### src/rtl/enc_host_pkg.sv
package enc_host_pkg;

  localparam logic [11:0] OFS_SRST     = 12'h100;
  localparam logic [11:0] OFS_SRST_ACK = 12'h104;
  localparam logic [11:0] OFS_MIF      = 12'h108;
  localparam logic [11:0] OFS_MIF2     = 12'h10C;
  localparam logic [11:0] OFS_CMDQ     = 12'h114;
  localparam logic [11:0] OFS_STATQ    = 12'h118;
  localparam logic [11:0] OFS_LEVEL    = 12'h11C;
  localparam logic [11:0] OFS_IRQACK   = 12'h120;
  localparam logic [11:0] OFS_ERR_LOC  = 12'h128;
  localparam logic [11:0] OFS_ERR_EXT  = 12'h12C;
  localparam logic [11:0] OFS_ERR_SEC  = 12'h130;
  localparam logic [11:0] OFS_GATE     = 12'h148;
  localparam logic [11:0] OFS_VER      = 12'h14C;
  localparam logic [11:0] OFS_BSWAP    = 12'h150;

  localparam logic [7:0] CODE_LIST_FULL = 8'hF0;
  localparam logic [7:0] CODE_BAD_CMD   = 8'hF1;

  localparam logic [7:0] TYPE_MAIN   = 8'h01;
  localparam logic [7:0] TYPE_COPROC = 8'h02;
  localparam logic [7:0] TYPE_STILL  = 8'h03;

  localparam int unsigned N_ENGINES = 3;
  localparam int unsigned N_ERR     = 3;

  typedef struct packed {
    logic [15:0] task_id;
    logic [7:0]  client_id;
    logic [7:0]  low8;
  } host_word_t;

  // One-hot engine selection for a command type; zero for an unknown type.
  function automatic logic [N_ENGINES-1:0] engine_route(input logic [7:0] ctype);
    case (ctype)
      TYPE_MAIN:   engine_route = 3'b001;
      TYPE_COPROC: engine_route = 3'b010;
      TYPE_STILL:  engine_route = 3'b100;
      default:     engine_route = 3'b000;
    endcase
  endfunction

  function automatic logic [11:0] err_offset(input int unsigned idx);
    case (idx)
      0:       err_offset = OFS_ERR_LOC;
      1:       err_offset = OFS_ERR_EXT;
      default: err_offset = OFS_ERR_SEC;
    endcase
  endfunction

endpackage

### src/rtl/hostq_fifo.sv
module hostq_fifo #(
  parameter int WIDTH = 32,
  parameter int DEPTH = 4,
  localparam int AW = (DEPTH > 1) ? $clog2(DEPTH) : 1,
  localparam int LW = $clog2(DEPTH + 1)
) (
  input  logic             clk,
  input  logic             rst_n,
  input  logic             flush,
  input  logic             push,
  input  logic [WIDTH-1:0] din,
  input  logic             pop,
  output logic [WIDTH-1:0] dout,
  output logic [LW-1:0]    level
);

  logic [WIDTH-1:0] mem [DEPTH];
  logic [AW-1:0]    wr_ptr, rd_ptr;
  logic             do_push, do_pop;

  function automatic logic [AW-1:0] bump(input logic [AW-1:0] p);
    bump = (p == AW'(DEPTH - 1)) ? '0 : p + 1'b1;
  endfunction

  assign do_push = push && (level != LW'(DEPTH));
  assign do_pop  = pop && (level != '0);
  assign dout    = mem[rd_ptr];

  always_ff @(posedge clk or negedge rst_n) begin
    if (!rst_n) begin
      wr_ptr <= '0;
      rd_ptr <= '0;
      level  <= '0;
    end else if (flush) begin
      wr_ptr <= '0;
      rd_ptr <= '0;
      level  <= '0;
    end else begin
      if (do_push) wr_ptr <= bump(wr_ptr);
      if (do_pop)  rd_ptr <= bump(rd_ptr);
      case ({do_push, do_pop})
        2'b10:   level <= level + 1'b1;
        2'b01:   level <= level - 1'b1;
        default: level <= level;
      endcase
    end
  end

  always_ff @(posedge clk) begin
    if (do_push && !flush) mem[wr_ptr] <= din;
  end

endmodule

### src/rtl/host_cmd_pair.sv
module host_cmd_pair (
  input  logic        clk,
  input  logic        rst_n,
  input  logic        flush,
  input  logic        wr_en,
  input  logic [31:0] wdata,
  output logic        cmd_valid,
  output logic [31:0] cmd_hdr,
  output logic [31:0] cmd_desc
);

  logic        pending_q;
  logic [31:0] hdr_q;

  // The second write of a pair completes the command in the same cycle.
  assign cmd_valid = wr_en && pending_q;
  assign cmd_hdr   = hdr_q;
  assign cmd_desc  = wdata;

  always_ff @(posedge clk or negedge rst_n) begin
    if (!rst_n) begin
      pending_q <= 1'b0;
      hdr_q     <= '0;
    end else if (flush) begin
      pending_q <= 1'b0;
    end else if (wr_en) begin
      pending_q <= !pending_q;
      if (!pending_q) hdr_q <= wdata;
    end
  end

endmodule

### src/rtl/host_task_dispatch.sv
module host_task_dispatch
  import enc_host_pkg::*;
(
  input  logic                 clk,
  input  logic                 rst_n,
  input  logic [31:0]          head_hdr,
  input  logic [31:0]          head_desc,
  input  logic                 cmd_empty,
  input  logic [N_ENGINES-1:0] gate_en,
  input  logic                 stat_full,
  input  logic                 rej_valid,
  input  logic [23:0]          rej_ids,
  output logic                 cmd_pop,
  output logic                 stat_push,
  output logic [31:0]          stat_word,
  output logic                 eng_cmd_valid,
  input  logic                 eng_cmd_ready,
  output logic [31:0]          eng_cmd_word,
  output logic [31:0]          eng_cmd_desc,
  input  logic                 eng_res_valid,
  output logic                 eng_res_ready,
  input  logic [7:0]           eng_res_code
);

  logic                 busy_q;
  logic [23:0]          ids_q;
  logic [N_ENGINES-1:0] route;
  logic                 known, gate_ok, dispatch, rej_push, res_fire, bad_push;
  host_word_t           word;

  assign route   = engine_route(head_hdr[7:0]);
  assign known   = |route;
  assign gate_ok = |(route & gate_en);

  assign eng_cmd_valid = !busy_q && !cmd_empty && gate_ok;
  assign eng_cmd_word  = head_hdr;
  assign eng_cmd_desc  = head_desc;
  assign dispatch      = eng_cmd_valid && eng_cmd_ready;

  // Status slot priority: list-full report, engine result, unknown command.
  assign rej_push      = rej_valid && !stat_full;
  assign eng_res_ready = busy_q && !stat_full && !rej_valid;
  assign res_fire      = eng_res_valid && eng_res_ready;
  assign bad_push      = !busy_q && !cmd_empty && !known && !stat_full && !rej_valid;

  assign cmd_pop   = dispatch || bad_push;
  assign stat_push = rej_push || res_fire || bad_push;

  always_comb begin
    if (rej_push)      word = {rej_ids, CODE_LIST_FULL};
    else if (res_fire) word = {ids_q, eng_res_code};
    else               word = {head_hdr[31:8], CODE_BAD_CMD};
  end
  assign stat_word = word;

  always_ff @(posedge clk or negedge rst_n) begin
    if (!rst_n) begin
      busy_q <= 1'b0;
      ids_q  <= '0;
    end else if (dispatch) begin
      busy_q <= 1'b1;
      ids_q  <= head_hdr[31:8];
    end else if (res_fire) begin
      busy_q <= 1'b0;
    end
  end

endmodule

### src/rtl/enc_host_if.sv
module enc_host_if
  import enc_host_pkg::*;
#(
  parameter int          ADDR_W     = 12,
  parameter int          CMD_DEPTH  = 4,
  parameter int          STAT_DEPTH = 8,
  parameter logic [15:0] VERSION_ID = 16'h4A10
) (
  input  logic              clk,
  input  logic              rst_n,
  input  logic              bus_req,
  input  logic              bus_we,
  input  logic [ADDR_W-1:0] bus_addr,
  input  logic [31:0]       bus_wdata,
  output logic [31:0]       bus_rdata,
  output logic              eng_cmd_valid,
  input  logic              eng_cmd_ready,
  output logic [31:0]       eng_cmd_word,
  output logic [31:0]       eng_cmd_desc,
  input  logic              eng_res_valid,
  output logic              eng_res_ready,
  input  logic [7:0]        eng_res_code,
  input  logic [31:0]       err_local_in,
  input  logic [31:0]       err_ext_in,
  input  logic [31:0]       err_sec_in,
  output logic              irq_done,
  output logic              irq_err,
  output logic [2:0]        gate_en,
  output logic [31:0]       mif_cfg,
  output logic [31:0]       mif2_cfg,
  output logic [31:0]       bswap_cfg
);

  localparam int CMD_LW  = $clog2(CMD_DEPTH + 1);
  localparam int STAT_LW = $clog2(STAT_DEPTH + 1);

  localparam logic [ADDR_W-1:0] A_SRST     = ADDR_W'(OFS_SRST);
  localparam logic [ADDR_W-1:0] A_SRST_ACK = ADDR_W'(OFS_SRST_ACK);
  localparam logic [ADDR_W-1:0] A_MIF      = ADDR_W'(OFS_MIF);
  localparam logic [ADDR_W-1:0] A_MIF2     = ADDR_W'(OFS_MIF2);
  localparam logic [ADDR_W-1:0] A_CMDQ     = ADDR_W'(OFS_CMDQ);
  localparam logic [ADDR_W-1:0] A_STATQ    = ADDR_W'(OFS_STATQ);
  localparam logic [ADDR_W-1:0] A_LEVEL    = ADDR_W'(OFS_LEVEL);
  localparam logic [ADDR_W-1:0] A_IRQACK   = ADDR_W'(OFS_IRQACK);
  localparam logic [ADDR_W-1:0] A_ERR_LOC  = ADDR_W'(OFS_ERR_LOC);
  localparam logic [ADDR_W-1:0] A_ERR_EXT  = ADDR_W'(OFS_ERR_EXT);
  localparam logic [ADDR_W-1:0] A_ERR_SEC  = ADDR_W'(OFS_ERR_SEC);
  localparam logic [ADDR_W-1:0] A_GATE     = ADDR_W'(OFS_GATE);
  localparam logic [ADDR_W-1:0] A_VER      = ADDR_W'(OFS_VER);
  localparam logic [ADDR_W-1:0] A_BSWAP    = ADDR_W'(OFS_BSWAP);

  logic wr, rd, flush, ack;
  assign wr    = bus_req && bus_we;
  assign rd    = bus_req && !bus_we;
  assign flush = wr && (bus_addr == A_SRST) && bus_wdata[0];
  assign ack   = wr && (bus_addr == A_IRQACK) && bus_wdata[0];

  // Command pairing and command queue
  logic        pair_valid;
  logic [31:0] pair_hdr, pair_desc;
  logic [CMD_LW-1:0] cmd_level;
  logic [63:0] cmd_head;
  logic        cmd_full, cmd_pop;

  host_cmd_pair u_pair (
    .clk, .rst_n, .flush,
    .wr_en    (wr && (bus_addr == A_CMDQ)),
    .wdata    (bus_wdata),
    .cmd_valid(pair_valid),
    .cmd_hdr  (pair_hdr),
    .cmd_desc (pair_desc)
  );

  assign cmd_full = (cmd_level == CMD_LW'(CMD_DEPTH));

  hostq_fifo #(.WIDTH(64), .DEPTH(CMD_DEPTH)) u_cmdq (
    .clk, .rst_n, .flush,
    .push (pair_valid && !cmd_full),
    .din  ({pair_hdr, pair_desc}),
    .pop  (cmd_pop),
    .dout (cmd_head),
    .level(cmd_level)
  );

  // Status queue
  logic [STAT_LW-1:0] stat_level;
  logic [31:0] stat_head, stat_word;
  logic        stat_push, stat_pop, stat_empty, stat_full;

  assign stat_empty = (stat_level == '0);
  assign stat_full  = (stat_level == STAT_LW'(STAT_DEPTH));
  assign stat_pop   = rd && (bus_addr == A_STATQ) && !stat_empty;

  hostq_fifo #(.WIDTH(32), .DEPTH(STAT_DEPTH)) u_statq (
    .clk, .rst_n, .flush,
    .push (stat_push),
    .din  (stat_word),
    .pop  (stat_pop),
    .dout (stat_head),
    .level(stat_level)
  );

  host_task_dispatch u_disp (
    .clk, .rst_n,
    .head_hdr     (cmd_head[63:32]),
    .head_desc    (cmd_head[31:0]),
    .cmd_empty    (cmd_level == '0),
    .gate_en      (gate_en),
    .stat_full    (stat_full),
    .rej_valid    (pair_valid && cmd_full),
    .rej_ids      (pair_hdr[31:8]),
    .cmd_pop      (cmd_pop),
    .stat_push    (stat_push),
    .stat_word    (stat_word),
    .eng_cmd_valid(eng_cmd_valid),
    .eng_cmd_ready(eng_cmd_ready),
    .eng_cmd_word (eng_cmd_word),
    .eng_cmd_desc (eng_cmd_desc),
    .eng_res_valid(eng_res_valid),
    .eng_res_ready(eng_res_ready),
    .eng_res_code (eng_res_code)
  );

  // Configuration, flush acknowledge and interrupt flags
  logic srst_ack_q;

  always_ff @(posedge clk or negedge rst_n) begin
    if (!rst_n) begin
      gate_en    <= '0;
      mif_cfg    <= '0;
      mif2_cfg   <= '0;
      bswap_cfg  <= '0;
      srst_ack_q <= 1'b0;
      irq_done   <= 1'b0;
    end else begin
      if (wr && bus_addr == A_GATE)  gate_en   <= bus_wdata[2:0];
      if (wr && bus_addr == A_MIF)   mif_cfg   <= bus_wdata;
      if (wr && bus_addr == A_MIF2)  mif2_cfg  <= bus_wdata;
      if (wr && bus_addr == A_BSWAP) bswap_cfg <= bus_wdata;
      if (flush)                                srst_ack_q <= 1'b1;
      else if (rd && bus_addr == A_SRST_ACK)    srst_ack_q <= 1'b0;
      if (stat_push)  irq_done <= 1'b1;
      else if (ack)   irq_done <= 1'b0;
    end
  end

  // Memory error capture: accumulate, clear on read
  logic [31:0] err_in [N_ERR];
  logic [31:0] err_q  [N_ERR];
  assign err_in[0] = err_local_in;
  assign err_in[1] = err_ext_in;
  assign err_in[2] = err_sec_in;

  for (genvar g = 0; g < N_ERR; g++) begin : g_err
    localparam logic [ADDR_W-1:0] A_THIS = ADDR_W'(err_offset(g));
    always_ff @(posedge clk or negedge rst_n) begin
      if (!rst_n)                        err_q[g] <= '0;
      else if (rd && bus_addr == A_THIS) err_q[g] <= err_in[g];
      else                               err_q[g] <= err_q[g] | err_in[g];
    end
  end

  always_ff @(posedge clk or negedge rst_n) begin
    if (!rst_n)                                      irq_err <= 1'b0;
    else if (|{err_local_in, err_ext_in, err_sec_in}) irq_err <= 1'b1;
    else if (ack)                                    irq_err <= 1'b0;
  end

  // Registered read path
  logic [31:0] rd_mux, lvl32;
  assign lvl32 = 32'(stat_level);

  always_comb begin
    case (bus_addr)
      A_SRST_ACK: rd_mux = {31'b0, srst_ack_q};
      A_MIF:      rd_mux = mif_cfg;
      A_MIF2:     rd_mux = mif2_cfg;
      A_STATQ:    rd_mux = stat_empty ? 32'b0 : stat_head;
      A_LEVEL:    rd_mux = {28'b0, lvl32[3:0]};
      A_ERR_LOC:  rd_mux = err_q[0];
      A_ERR_EXT:  rd_mux = err_q[1];
      A_ERR_SEC:  rd_mux = err_q[2];
      A_GATE:     rd_mux = {29'b0, gate_en};
      A_VER:      rd_mux = {16'b0, VERSION_ID};
      A_BSWAP:    rd_mux = bswap_cfg;
      default:    rd_mux = 32'b0;
    endcase
  end

  always_ff @(posedge clk or negedge rst_n) begin
    if (!rst_n)  bus_rdata <= '0;
    else if (rd) bus_rdata <= rd_mux;
  end

endmodule

### config.mk
export PLATFORM = sky130hd
export DESIGN_NAME = enc_host_if
export DESIGN_NICKNAME = d
export VERILOG_FILES = /design/src/rtl/enc_host_pkg.sv /design/src/rtl/hostq_fifo.sv /design/src/rtl/host_cmd_pair.sv /design/src/rtl/host_task_dispatch.sv /design/src/rtl/enc_host_if.sv
export SDC_FILE = /design/constraint.sdc
export NUM_CORES = 1
export LEC_CHECK = 0
export BUFFER_PORTS_ARGS = -buffer_cell sky130_fd_sc_hd__clkbuf_2
export CAP_MARGIN = 20
export CORE_ASPECT_RATIO = 2
export CORE_MARGIN = 4
export CORE_UTILIZATION = 47
export CTS_CLUSTER_DIAMETER = 60
export DETAILED_ROUTE_END_ITERATION = 12
export PLACE_DENSITY_LB_ADDON = 0.12
export SLEW_MARGIN = 20
export SYNTH_ARGS = -nofsm -noshare
export SYNTH_HDL_FRONTEND = slang
export SYNTH_SLANG_ARGS = --single-unit
### constraint.sdc
create_clock -name clk -period 12.1 [get_ports clk]
set_input_delay 1.21 -clock clk [delete_from_list [all_inputs] [get_ports clk]]
set_output_delay 1.21 -clock clk [all_outputs]
set_load 0.1 [all_outputs]
==> results by group <==
Timing
  • Post-route minimum period: 6.07 ns
  • Max-slew violations: 0
  • Final worst setup slack: 6.03 ns
  • TNS Setup: 0 ns
  • Final Hold Fails: 0
  • Crit share post-route: 50.2%
  • RSZ-0062 raised after global routing: no
  • Hold_ws: 0.478 ns
  • Max Clk Rate: 165 MHz
  • Slew HR: 25.4%
  • Clock skew: 0.0398 ns
  • Slew @ Worst Pin: 1.11 ns
  • Final setup violation count: 0

Synth
  • Post-Synth XOR/XNOR Area: 0.122%
  • Count of state elements after synthesis: 817
  • Yosys warnings: 0
  • Synth cell types: 63
  • Post-synth EDFFs: 512
  • Mux contribution to synthesized area: 16.8%
  • Share of the synthesized area in the top cell type: 46.7%
  • Synth Flop Type: edfxtp_1
  • Most frequent cell after synthesis: edfxtp_1
  • Syn Area/Cell: 17.4 µm²
  • Synthesized area: 32900 µm²
  • Post-Synthesis Cells: 1888
  • Cell taking the most area after synthesis: edfxtp_1
  • Ranking of synthesized cells by area: edfxtp_1, dfrtp_1, mux4_2, mux2_2, a21o_1
  • Post-synth top cells: edfxtp_1, dfrtp_1, mux2_2, mux4_2, a21o_1
  • Simple-gate area share of the yosys netlist: 4.03%
  • Sequential fraction of the synthesis area: 69.9%
  • Synth async-reset ratio: 37.3%
  • Syn nets: 2055
  • Post-synthesis compound-gate area fraction: 7.30%
  • Adder-Cell Fraction of Synth Area: 0.540%
  • Combinational family with the most area after synthesis: multiplexers

Clocking
  • H-tree depth: 3
  • Hold buffers post-CTS: 0
  • TritonCTS Buffers: 72
  • Post-CTS Setup Bufs: 0
  • Clock Tree Buf Depth: 3
  • CTS resizes: 0
  • Clk slew on worst S/H paths: 0.07 ns
  • CTS tree: done
  • Insertion delay to the later sink of the worst-skew pair: 0.66 ns
  • CTS Sinks: 817
  • Root buffer cell: clkbuf_16

Place
  • Placed instance area: 35900 µm²
  • PortBufs: 352
  • GPL Wtd Cong: 0.941
  • Post-place setup slack: 6.11 ns
  • Dpl hpwl: 73.9 mm

Pwr
  • Peak VDD IR: 0.319 mV
  • Static Leakage: 14.9 nW
  • Power consumption: 7.30 mW
  • PwrDens: 190 nW/µm²

Route
  • DRT iter0 DRCs: 1642
  • Routed WL: 105 mm
  • 1st-pass router iterations: 7
  • Via count: 19900
  • DRC errors left: 0
  • Post-route ant nets: 0
  • Routed vias/inst: 6.19
  • Drt wl/cell: 32.7 µm

Worst setup path
  • Crit path max fanout: 40
  • WP data required: 12.70 ns
  • Worst EP arrival: 6.68 ns
  • Crit Path Category: register to register
  • Worst setup EP type: register
  • Startpoint Class: register

Floorplan
  • Initial core utilization: 47.3%
  • Row count: 137
  • Chip width: 195 µm
  • DIE AREA: 74600 µm²
  • I/O pin cnt: 353
  • Core area: 69600 µm²
  • Die H: 382 µm

Cells and area
  • Design Area, Final: 38400 µm²
  • Fin nets: 2413
  • Share of cells above drive strength 1: 37.4%
  • Area Growth Syn to Fin: 16.7%
  • ANT cells: 0

Run
  • Max Cap Viol: 0

Status
  • Status: completed

Global routing
  • GRT Overall Usage: 27.9%
  • Total grt overflow: 0
  • Pin count of the biggest net entering global routing: 137
  • Initial antenna violation count: 0
  • First-pass GRT wire length: 150 mm
  • Vias in the first global route: 20400

Hold path
  • HP Class: register to register
==> state kept, by name, indices dropped and copies added (netlist names), 4 cells and up <==
register,cells
u_statq.mem,256
bswap_cfg,32
u_cmdq.mem,256
u_statq.level,4
u_pair.cmd_hdr,32
u_disp.ids_q,24
mif2_cfg,32
err_q,96
bus_rdata,32
mif_cfg,32
==> path summary, 6_finish.rpt <==
kind / from / end / slack, ns / depth (start not counted)
worst max-delay path: u_cmdq.rd_ptr[0] / u_statq.level[3] / 6.03 / 12
worst min-delay path: err_q[90] / err_q[90] / 0.48 / 1
worst max register to register: u_cmdq.rd_ptr[0] / u_statq.level[3] / 6.03 / 12
worst min register to register: err_q[90] / err_q[90] / 0.48 / 1
max in group asynchronous: rst_n / u_statq.rd_ptr[1] / 9.92 / 2
min in group asynchronous: rst_n / err_q[43] / 0.63 / 1
==> critical path, cell delays in order, from the launching register on <==
cell	delay, ns
dfrtp_4	0.82
buf_4	0.80
mux4_1	0.69
or4_1	0.73
o31ai_1	0.93
o21ai_1	0.46
nor2_1	0.33
ha_1	0.28
a21o_1	0.17
a21oi_1	0.21
o2111ai_1	0.18
a211o_1	0.36
nand2_1	0.06
==> layout by cell type, fill, tap and decap left out, types with 8 or more instances in the layout <==
cell type | Yosys | routed
a21oi_1 | 40 | 39
nor3_1 | 25 | 20
o21ai_0 | 8 | 8
mux4_2 | 126 | 126
clkbuf_16 | 0 | 75
a222oi_1 | 15 | 15
a22oi_1 | 25 | 25
clkbuf_1 | 82 | 13
ha_1 | 11 | 11
o22ai_1 | 31 | 31
dfrtp_1 | 305 | 301
nor2_1 | 55 | 55
mux2i_1 | 41 | 41
mux2_2 | 195 | 195
clkinv_2 | 0 | 10
clkbuf_2 | 0 | 351
edfxtp_1 | 512 | 512
nand3_1 | 17 | 16
a21o_1 | 101 | 101
nand2_1 | 46 | 43
o211ai_1 | 19 | 19
nor4_1 | 38 | 34
buf_4 | 0 | 41
nand4_1 | 11 | 11
bufinv_16 | 0 | 11
a22o_1 | 47 | 47
==> power by group <==
part	switching (mW)	total (mW)	internal [mW]	leakage, nW
clock network	1.04	2.47	1.43	1.24
registers	0.131	3.38	3.24	8.63
logic	1.06	1.45	0.389	5.05
total	2.24	7.30	5.06	14.9
==> layer usage <==
layer	track usage (%)	up-vias	routed length, µm	part of all wire (%)
li1	-	8299	-	-
met1	34.2	10500	38300	36
met2	48.2	901	54200	52
met3	4.68	204	6830	6.5
met4	13.3	0	5700	5.4
met5	0	-	0	0
==> cell type report <==
type	count	area, µm²
inverters	6	22.5
repair buffers	396	2150
flip-flops and latches	817	23000
fillers	5622	31200
clock buffers	96	2030
well taps	903	1130
clock inverters	35	504
multi-input cells	953	9590
==> kinds of logic (layout without fill, tap and decap cells) <==
group / count (synthesis) / count (layout)
mux: 366 / 366
simple gates: 248 / 248
flops: 817 / 817
compound gates: 323 / 323
buf+inv: 118 / 533
fa+ha+maj: 13 / 13
xor+xnor: 3 / 3
==> through the flow <==
step           std cells  utilization, %
3_3_place_gp        3073            51.5
3_5_place_dp        3074            51.6
2_1_floorplan       1888               -
6_report            3206            55.2
5_1_grt             3206            55.2
4_1_cts             3205            55.2
(Power assumes the default switching activity.)
